<file path="src/rtl/xmem_pkg.sv">
package xmem_pkg;
  typedef enum logic [1:0] {ST_IDLE, ST_LATCH, ST_STROBE, ST_DONE} xm_state_e;
  typedef enum logic [1:0] {AC_FETCH, AC_CODE, AC_RD, AC_WR} acc_kind_e;

  typedef struct packed {
    logic       pu_off;
    logic       rsv6;
    logic       stretch;
    logic       rsv4;
    logic [1:0] ram_size;
    logic       ext_ram;
    logic       ale_off;
  } xm_cfg_t;

  localparam logic [7:0] CFG_WMASK = 8'hAF;
endpackage

</file>
<file path="src/rtl/xmem_ale_tick.sv">
module xmem_ale_tick #(
  parameter int DIV_NORM = 6,
  parameter int DIV_X2   = 3
) (
  input  logic clk_i,
  input  logic rst_ni,
  input  logic x2_i,
  output logic tick_o
);
  localparam int CW = $clog2(DIV_NORM);

  logic [CW-1:0] cnt_q;
  logic [CW-1:0] last;

  assign last   = x2_i ? CW'(DIV_X2 - 1) : CW'(DIV_NORM - 1);
  assign tick_o = (cnt_q == last);

  // a count left above the short period wraps at once
  always_ff @(posedge clk_i or negedge rst_ni) begin
    if (!rst_ni)            cnt_q <= '0;
    else if (cnt_q >= last) cnt_q <= '0;
    else                    cnt_q <= cnt_q + CW'(1);
  end
endmodule

</file>
<file path="src/rtl/xmem_route.sv">
module xmem_route
  import xmem_pkg::*;
#(
  parameter int ADDR_W = 16,
  parameter int PAGE   = 256
) (
  input  acc_kind_e         kind_i,
  input  logic              wide_i,
  input  logic [ADDR_W-1:0] addr_i,
  input  logic [1:0]        size_i,
  input  logic              ext_ram_i,
  output logic              internal_o
);
  localparam int LW = ADDR_W + 1;

  logic [LW-1:0] limit;
  logic [LW-1:0] cmp_addr;
  logic          is_data;

  assign limit    = (LW'(size_i) + LW'(1)) * LW'(PAGE);
  assign cmp_addr = wide_i ? LW'(addr_i) : LW'(addr_i[7:0]);
  assign is_data  = (kind_i == AC_RD) || (kind_i == AC_WR);

  assign internal_o = is_data && !ext_ram_i && (cmp_addr < limit);
endmodule

</file>
<file path="src/rtl/xmem_seq.sv">
module xmem_seq
  import xmem_pkg::*;
#(
  parameter int STROBE_SHORT = 6,
  parameter int STROBE_LONG  = 30
) (
  input  logic      clk_i,
  input  logic      rst_ni,
  input  logic      start_i,
  input  acc_kind_e kind_i,
  input  logic      internal_i,
  input  logic      stretch_i,
  output logic      latch_o,
  output logic      rd_o,
  output logic      wr_o,
  output logic      done_o,
  output logic      busy_o,
  output logic      iram_o
);
  localparam int CNT_W = $clog2(STROBE_LONG + 1);

  xm_state_e      state_q;
  logic [CNT_W-1:0] cnt_q;
  logic           is_wr_q, int_q, long_q;

  always_ff @(posedge clk_i or negedge rst_ni) begin
    if (!rst_ni) begin
      state_q <= ST_IDLE;
      cnt_q   <= '0;
      is_wr_q <= 1'b0;
      int_q   <= 1'b0;
      long_q  <= 1'b0;
    end else begin
      unique case (state_q)
        ST_IDLE: if (start_i) begin
          is_wr_q <= (kind_i == AC_WR);
          int_q   <= internal_i;
          long_q  <= stretch_i;
          state_q <= internal_i ? ST_DONE : ST_LATCH;
        end
        ST_LATCH: begin
          cnt_q   <= long_q ? CNT_W'(STROBE_LONG - 1) : CNT_W'(STROBE_SHORT - 1);
          state_q <= ST_STROBE;
        end
        ST_STROBE: begin
          if (cnt_q == '0) state_q <= ST_DONE;
          else             cnt_q   <= cnt_q - CNT_W'(1);
        end
        ST_DONE: begin
          int_q   <= 1'b0;
          state_q <= ST_IDLE;
        end
        default: state_q <= ST_IDLE;
      endcase
    end
  end

  assign latch_o = (state_q == ST_LATCH);
  assign rd_o    = (state_q == ST_STROBE) && !is_wr_q;
  assign wr_o    = (state_q == ST_STROBE) && is_wr_q;
  assign done_o  = (state_q == ST_DONE);
  assign busy_o  = (state_q != ST_IDLE);
  assign iram_o  = (state_q == ST_DONE) && int_q;
endmodule

</file>
<file path="src/rtl/xmem_strobe_ctrl.sv">
module xmem_strobe_ctrl
  import xmem_pkg::*;
#(
  parameter int ADDR_W       = 16,
  parameter int PAGE         = 256,
  parameter int DIV_NORM     = 6,
  parameter int DIV_X2       = 3,
  parameter int STROBE_SHORT = 6,
  parameter int STROBE_LONG  = 30
) (
  input  logic              clk_i,
  input  logic              rst_ni,
  input  logic              x2_mode_i,
  input  logic              cfg_we_i,
  input  logic [7:0]        cfg_wdata_i,
  output logic [7:0]        cfg_rdata_o,
  input  logic              fetch_req_i,
  input  logic              code_req_i,
  input  logic              dread_req_i,
  input  logic              dwrite_req_i,
  input  logic              wide_addr_i,
  input  logic [ADDR_W-1:0] addr_i,
  output logic              ale_o,
  output logic              ale_weak_pu_o,
  output logic              rd_no,
  output logic              wr_no,
  output logic              iram_sel_o,
  output logic              busy_o,
  output logic              done_o,
  output logic              data_pu_en_o
);
  xm_cfg_t   cfg_q;
  acc_kind_e kind;
  logic      any_req, start, internal, tick, latch, rd, wr, busy;

  always_ff @(posedge clk_i or negedge rst_ni) begin
    if (!rst_ni)       cfg_q <= '0;
    else if (cfg_we_i) cfg_q <= xm_cfg_t'(cfg_wdata_i & CFG_WMASK);
  end

  assign any_req = fetch_req_i | code_req_i | dread_req_i | dwrite_req_i;
  assign kind    = fetch_req_i ? AC_FETCH :
                   code_req_i  ? AC_CODE  :
                   dread_req_i ? AC_RD    : AC_WR;
  assign start   = any_req && !busy;

  xmem_ale_tick #(.DIV_NORM(DIV_NORM), .DIV_X2(DIV_X2)) i_tick (
    .clk_i  (clk_i),
    .rst_ni (rst_ni),
    .x2_i   (x2_mode_i),
    .tick_o (tick)
  );

  xmem_route #(.ADDR_W(ADDR_W), .PAGE(PAGE)) i_route (
    .kind_i     (kind),
    .wide_i     (wide_addr_i),
    .addr_i     (addr_i),
    .size_i     (cfg_q.ram_size),
    .ext_ram_i  (cfg_q.ext_ram),
    .internal_o (internal)
  );

  xmem_seq #(.STROBE_SHORT(STROBE_SHORT), .STROBE_LONG(STROBE_LONG)) i_seq (
    .clk_i      (clk_i),
    .rst_ni     (rst_ni),
    .start_i    (start),
    .kind_i     (kind),
    .internal_i (internal),
    .stretch_i  (cfg_q.stretch),
    .latch_o    (latch),
    .rd_o       (rd),
    .wr_o       (wr),
    .done_o     (done_o),
    .busy_o     (busy),
    .iram_o     (iram_sel_o)
  );

  assign ale_o         = latch | (tick & ~cfg_q.ale_off);
  assign ale_weak_pu_o = cfg_q.ale_off & ~busy;
  assign rd_no         = ~rd;
  assign wr_no         = ~wr;
  assign busy_o        = busy;
  assign cfg_rdata_o   = cfg_q;
  assign data_pu_en_o  = ~cfg_q.pu_off;
endmodule

</file>
<file path="config.mk">
export PLATFORM = sky130hd
export DESIGN_NAME = xmem_strobe_ctrl
export DESIGN_NICKNAME = d
export VERILOG_FILES = /design/src/rtl/xmem_pkg.sv /design/src/rtl/xmem_ale_tick.sv /design/src/rtl/xmem_route.sv /design/src/rtl/xmem_seq.sv /design/src/rtl/xmem_strobe_ctrl.sv
export SDC_FILE = /design/constraint.sdc
export NUM_CORES = 1
export LEC_CHECK = 0
export CORE_UTILIZATION = 40
export DETAILED_ROUTE_END_ITERATION = 7
export MAX_ROUTING_LAYER = met4
export PLACE_DENSITY = 0.75
export SKIP_CTS_REPAIR_TIMING = 1
export SYNTH_ARGS = -nofsm -noshare
export SYNTH_HDL_FRONTEND = slang
export SYNTH_SLANG_ARGS = --single-unit
</file>
<file path="constraint.sdc">
create_clock -name clk_i -period 2.66 [get_ports clk_i]
set_input_delay 0.266 -clock clk_i [delete_from_list [all_inputs] [get_ports clk_i]]
set_output_delay 0.266 -clock clk_i [all_outputs]
set_load 0.03 [all_outputs]
</file>
# [Yosys cells after proc, flatten, opt, wreduce, memory -nomap -nowiden]
# Index checks and enable logic that the tools add are counted.
[totals] ram_bits=0 latchBits=0 in_bits=33 elab_cells=70 register_bits=19 romBits=0 out_inout_bits=16 mem_count=0
[classes] mux=15 n_shift=0 eq_ne=9 n_reduce_logical=19 addsub=3 magnitude_cmp=2 multipliers=0 bitwise=11 div_mod_pow=0
[ops] operator="$lt 17x17->1" n=1
[ops] operator="$mux 16" n=1
[ops] operator="$mux 2" n=5
[ops] operator="$mux 5" n=2
[ops] operator="$pmux 5 s2" n=1
[ops] operator="$eq 2x2->1 const B" n=4
[ops] operator="$pmux 2 s4" n=1
[ops] operator="$reduce_and 2->1" n=4
[ops] operator="$logic_and 1x1->1" n=6
[ops] operator="$mux 3" n=2
[ops] operator="$reduce_bool 2->1" n=3
[ops] operator="$logic_not 5->1" n=1
[ops] operator="$not 1->1" n=5
[ops] operator="$sub 5x1->5 const B" n=1
[ops] operator="$ne 2x1->1 const B" n=2
[ops] operator="$or 1x1->1" n=4
[ops] operator="$add 2x1->3 const B" n=1
[ops] operator="$add 3x1->3 const B" n=1
[ops] operator="$eq 3x3->1" n=1
[ops] operator="$ge 3x3->1" n=1
[ops] operator="$logic_not 1->1" n=3
[ops] operator="$and 1x1->1" n=2
[ops] operator="$eq 2x1->1 const B" n=1
[ops] operator="$logic_not 2->1" n=1
[ops] operator="other kinds (4)" n=5

# [Depth between registers and ports, before layout]
[depth] depth_word=10 mapped_depth=7 mapped_depth_nobuf=7

# [Cells and area by module]
# From an unflattened synthesis, not the netlist that was laid out.
[unflattened] cells_unflattened=125 area_unflattened_um2=1224.9
[modules_own_cells] mod="xmem_seq" n_inst=1 area_each_um2=620.6 cells_each=64
[modules_own_cells] mod="xmem_strobe_ctrl" n_inst=1 area_each_um2=305.3 cells_each=29
[modules_own_cells] mod="xmem_ale_tick" n_inst=1 area_each_um2=192.7 cells_each=17
[modules_own_cells] mod="xmem_route" n_inst=1 area_each_um2=106.4 cells_each=15

# [Worst setup path before layout]
# OpenSTA, ideal clock, no wires.
[synth_timing] kind="reg2reg" startpoint="register cfg_q, in the netlist cfg_rdata_o[2]" endpoint="register i_seq.int_q" period_less_slack_ns=1.727 stages_incl_launch_ff=8 path_buffers=0 slack_ns=0.933 setup_ns=0.104 t_arrival_ns=1.624 cell_sequence="dfrtp_1 -> ha_1 -> inv_1 -> ha_1 -> a211o_1 -> o211ai_1 -> nand3_1 -> o41ai_2"
[synth_via] elab_chain_cells=5
[synth_rtl] element="start, declared" line_no="xmem_strobe_ctrl.sv:32" text="xm_cfg_t cfg_q;"
[synth_rtl] element="start signal, assigned" line_no="xmem_strobe_ctrl.sv:38" text="else if (cfg_we_i) cfg_q <= xm_cfg_t'(cfg_wdata_i & CFG_WMASK);"
[synth_rtl] element="$add 2x1->3" line_no="xmem_route.sv:20" text="assign limit = (LW'(size_i) + LW'(1)) * LW'(PAGE);"
[synth_rtl] element="$lt 17x17->1" line_no="xmem_route.sv:24" text="assign internal_o = is_data && !ext_ram_i && (cmp_addr < limit);"
[synth_rtl] element="$logic_and 1x1->1" line_no="xmem_route.sv:24"
[synth_rtl] element="$mux 1" line_no="xmem_seq.sv:35" text="ST_IDLE: if (start_i) begin"
[synth_rtl] element="$pmux 1 s2" line_no="xmem_seq.sv:34" text="unique case (state_q)"
[synth_rtl] element="end signal, assigned" line_no="xmem_seq.sv:37" text="int_q <= internal_i;"
[synth_rtl] element="end, declared" line_no="xmem_seq.sv:24" text="logic is_wr_q, int_q, long_q;"
# No other way between the ends. The select of a mux whose other input is x is not followed.
# A chain may end at the register's enable or synchronous reset.

# [Worst setup path after layout]
[layout_timing] startpoint="register i_seq.state_q[0]" endpoint="output ale_weak_pu_o"
[layout_via] elab_chain_cells=3
[layout_rtl] element="start, declared" line_no="xmem_seq.sv:22" text="xm_state_e state_q;"
[layout_rtl] element="start signal, assigned" line_no="xmem_seq.sv:39" text="state_q <= internal_i ? ST_DONE : ST_LATCH;"
[layout_rtl] element="$reduce_bool 2->1" line_no="xmem_seq.sv:62" text="assign busy_o = (state_q != ST_IDLE);"
[layout_rtl] element="$not 1->1" line_no="xmem_strobe_ctrl.sv:79" text="assign ale_weak_pu_o = cfg_q.ale_off & ~busy;"
[layout_rtl] element="$and 1x1->1" line_no="xmem_strobe_ctrl.sv:79"
[layout_rtl] element="end, declared" line_no="xmem_strobe_ctrl.sv:24" text="output logic ale_weak_pu_o,"
# No other way between the ends.

==> reports/metrics.csv <==
metric,value,unit
share of cells above drive strength 1,0.08333,
slew margin rel.,0.4401,
Post-Syn Instances,121,
yosys warns,0,
Final Util,0.5704,
synth top area cells,"dfrtp_1, ha_1, inv_1",
Crit. End Element,primary output,
Seq cells post-synth,19,
Via density,5.310,
Initial Utilization,0.4287,
Internal,0.0007842,W
switching pwr,0.0006050,W
total placed cells including tap cells,183,
Final min period,2.427,ns
max_cap viols,0,
post-route cell area,0.001587,mm²
largest fanout on the critical path,7,
# port buffers,36,
die area,0.003204,mm²
final antenna-violating net count,0,
Yosys top cell area share,0.3987,
GR Overflow Total,0,
"count leader, synth",dfrtp_1,
CTS Sinks,19,
multiplexer share of the synthesized area,0.04512,
H-Tree Depth,1,
vias,993,
Post-Synth Simple-Gate Area,0.1742,
GPL Wtd Cong,0.7086,
unique cell type count in the Yosys netlist,38,
Synth-to-Final Area Change,33.05,%
post-synthesis instance area,0.001192,mm²
post-synthesis xor/xnor area fraction,0.01469,
HP Class,primary input to async pin,
post-route insts no fill,187,
gr usage total,0.1744,
syn avg cell area,9.854,µm²
NumNets Final,204,
CTS tree,built,
CP required,2.39,ns
"Reg clk slew, reported paths",0.12,ns
status,finished clean,
number of global-route vias before repair,1011,
post-synthesis sequential area ratio,0.3987,
first-pass GRT wire length,4.215,mm
Clock Path Buffers,2,
Num CTS Buffers,3,
FP Rows,19,
worst slew pin tran,0.8372,ns
WL per Instance,12.81,µm
Core Box Area,0.002781,mm²
ANT cells,0,
maximum VDD drop,530.3,µV
initial antenna violation count,0,
final setup TNS,0,ns
Post-synth ARST share,1.000,
fill count,275,
Hold Fails Final Rpt,0,
Comb power frac,0.547,
endpoints failing setup,0,
cell taking the most area after synthesis,dfrtp_1,
sequential power share,0.344,
root buffer cell,clkbuf_4,
kind of critical path,flop to primary output,
"EDFF count, synth",0,
main flop type after synthesis,dfrtp_1,
largest family of logic cells by synthesized area,simple AND/OR/NAND/NOR gates,
net switching share of the total power,0.4355,
RSZ-0062 raised after global routing,no,
Setup Skew,0.01098,ns
Synth Area in Compound Gates,0.1438,
largest net degree at the start of global routing,20,
die width,56.60,µm
Adder-Cell Fraction of Synth Area,0.1469,
Die H,56.60,µm
Clock power frac,0.109,
crit path launch type,flop,
fmax,0.4121,GHz
Pwr per Cell Area,875.6,mW/mm²
Worst Path Arrival,2.16,ns
Post-DP HPWL,1.976,mm
Leakage,0.7249,nW
Routed WL,2.396,mm
final hold slack,0.4301,ns
drt pass-1 iters,4,
"Slew Viols, Final",0,
drt drc,0,
Clock Latency Late Sink,0.30,ns
Initial DRC Count,26,
# IOs,49,
"top cells by count, synth","dfrtp_1, ha_1, inv_1",
crit share post-route,0.9123,
Placed Instance Area,0.001556,mm²
-- area by class of cell --
type                    instances  area, µm²  area share
multi-input cells              84      633.1      0.3991
flip-flops and latches         19      475.5      0.2997
repair buffers                 36      360.3      0.2271
inverters                      13      48.80     0.03076
well taps                      31      38.79     0.02445
clock buffers                   3      22.52     0.01420
clock inverters                 1      7.507    0.004732
-- layout by cell type (no fill, tap or decap), drive strengths merged, types with 2 or more instances in the layout --
| cell type | netlist | routed |
|---|---|---|
| a21o | 2 | 2 |
| a21oi | 3 | 3 |
| and2 | 3 | 3 |
| nor4 | 2 | 2 |
| clkbuf | 1 | 3 |
| nand3 | 3 | 3 |
| dfrtp | 19 | 19 |
| o21ai | 6 | 6 |
| nor2 | 11 | 11 |
| conb | 1 | 2 |
| mux2 | 3 | 3 |
| mux2i | 2 | 2 |
| inv | 13 | 13 |
| clkdlybuf4s50 | 0 | 36 |
| a311oi | 2 | 2 |
| a31oi | 2 | 2 |
| nor2b | 2 | 2 |
| nand2 | 7 | 7 |
| nand2b | 4 | 4 |
| a211oi | 2 | 2 |
| ha | 14 | 14 |
-- through the flow --
stage	worst slack [ns]	power, W
floorplan	0.9327	0.001005
global placement	0.4996	0.001208
detailed placement	0.4710	0.001244
CTS	0.2120	0.001403
global route	0.07180	0.001509
finish	0.2332	0.001389
-- metal layers --
layer	wire, µm	track usage	vias to the layer above	share of wire
met1	1001	0.1854	478	0.42
met3	138	0.04147	4	0.058
met4	28	0.08014	0	0.012
met2	1227	0.3042	28	0.51
li1	-	-	483	-
met5	0	-	-	0
-- flip-flops by register name, summed over array words and instances (netlist names) --
name,flops
cfg_rdata_o,6
i_seq.cnt_q,5
i_tick.cnt_q,3
i_seq.state_q,2
i_seq.int_q,1
i_seq.is_wr_q,1
i_seq.long_q,1
-- cell families (layout without fill, tap and decap cells) --
logic type | Yosys count | count (layout)
buffers and inverters | 19 | 53
xor gates and xnor gates | 2 | 2
adders and majority gates | 14 | 14
and+or+nand+nor | 38 | 38
muxes | 5 | 5
other | 1 | 2
AOI/OAI and AO/OA | 23 | 23
DFF | 19 | 19
-- path summary, 6_finish.rpt --
check                                       from  slack (ns)  depth (start not counted)                to
max in group asynchronous                 rst_ni        1.71                          1    i_seq.cnt_q[4]
worst max register to register    cfg_rdata_o[2]        0.95                          7       i_seq.int_q
worst max-delay path            i_seq.state_q[0]        0.23                          5     ale_weak_pu_o
min in group clk_i               i_tick.cnt_q[0]        0.48                          1   i_tick.cnt_q[0]
worst min register to register   i_tick.cnt_q[0]        0.48                          1   i_tick.cnt_q[0]
worst min-delay path                      rst_ni        0.43                          1  i_seq.state_q[0]
-- worst max-delay path: stages, from the launching register on --
cell and delay [ns]:
dfrtp_1 0.45, inv_1 0.12, ha_1 0.31, inv_1 0.17, nor2_1 0.13, clkdlybuf4s50_1 0.67
-- power groups by stage --
| stage | clock [W] | combinational [W] | sequential (W) |
|---|---|---|---|
| floorplan | 0 | 0.000536 | 0.000469 |
| global placement | 0 | 0.000734 | 0.000474 |
| detailed placement | 0 | 0.000761 | 0.000483 |
| CTS | 0.000159 | 0.000767 | 0.000477 |
| global route | 0.000170 | 0.000847 | 0.000492 |
| finish | 0.000151 | 0.000761 | 0.000477 |
(Power assumes the default switching activity.)
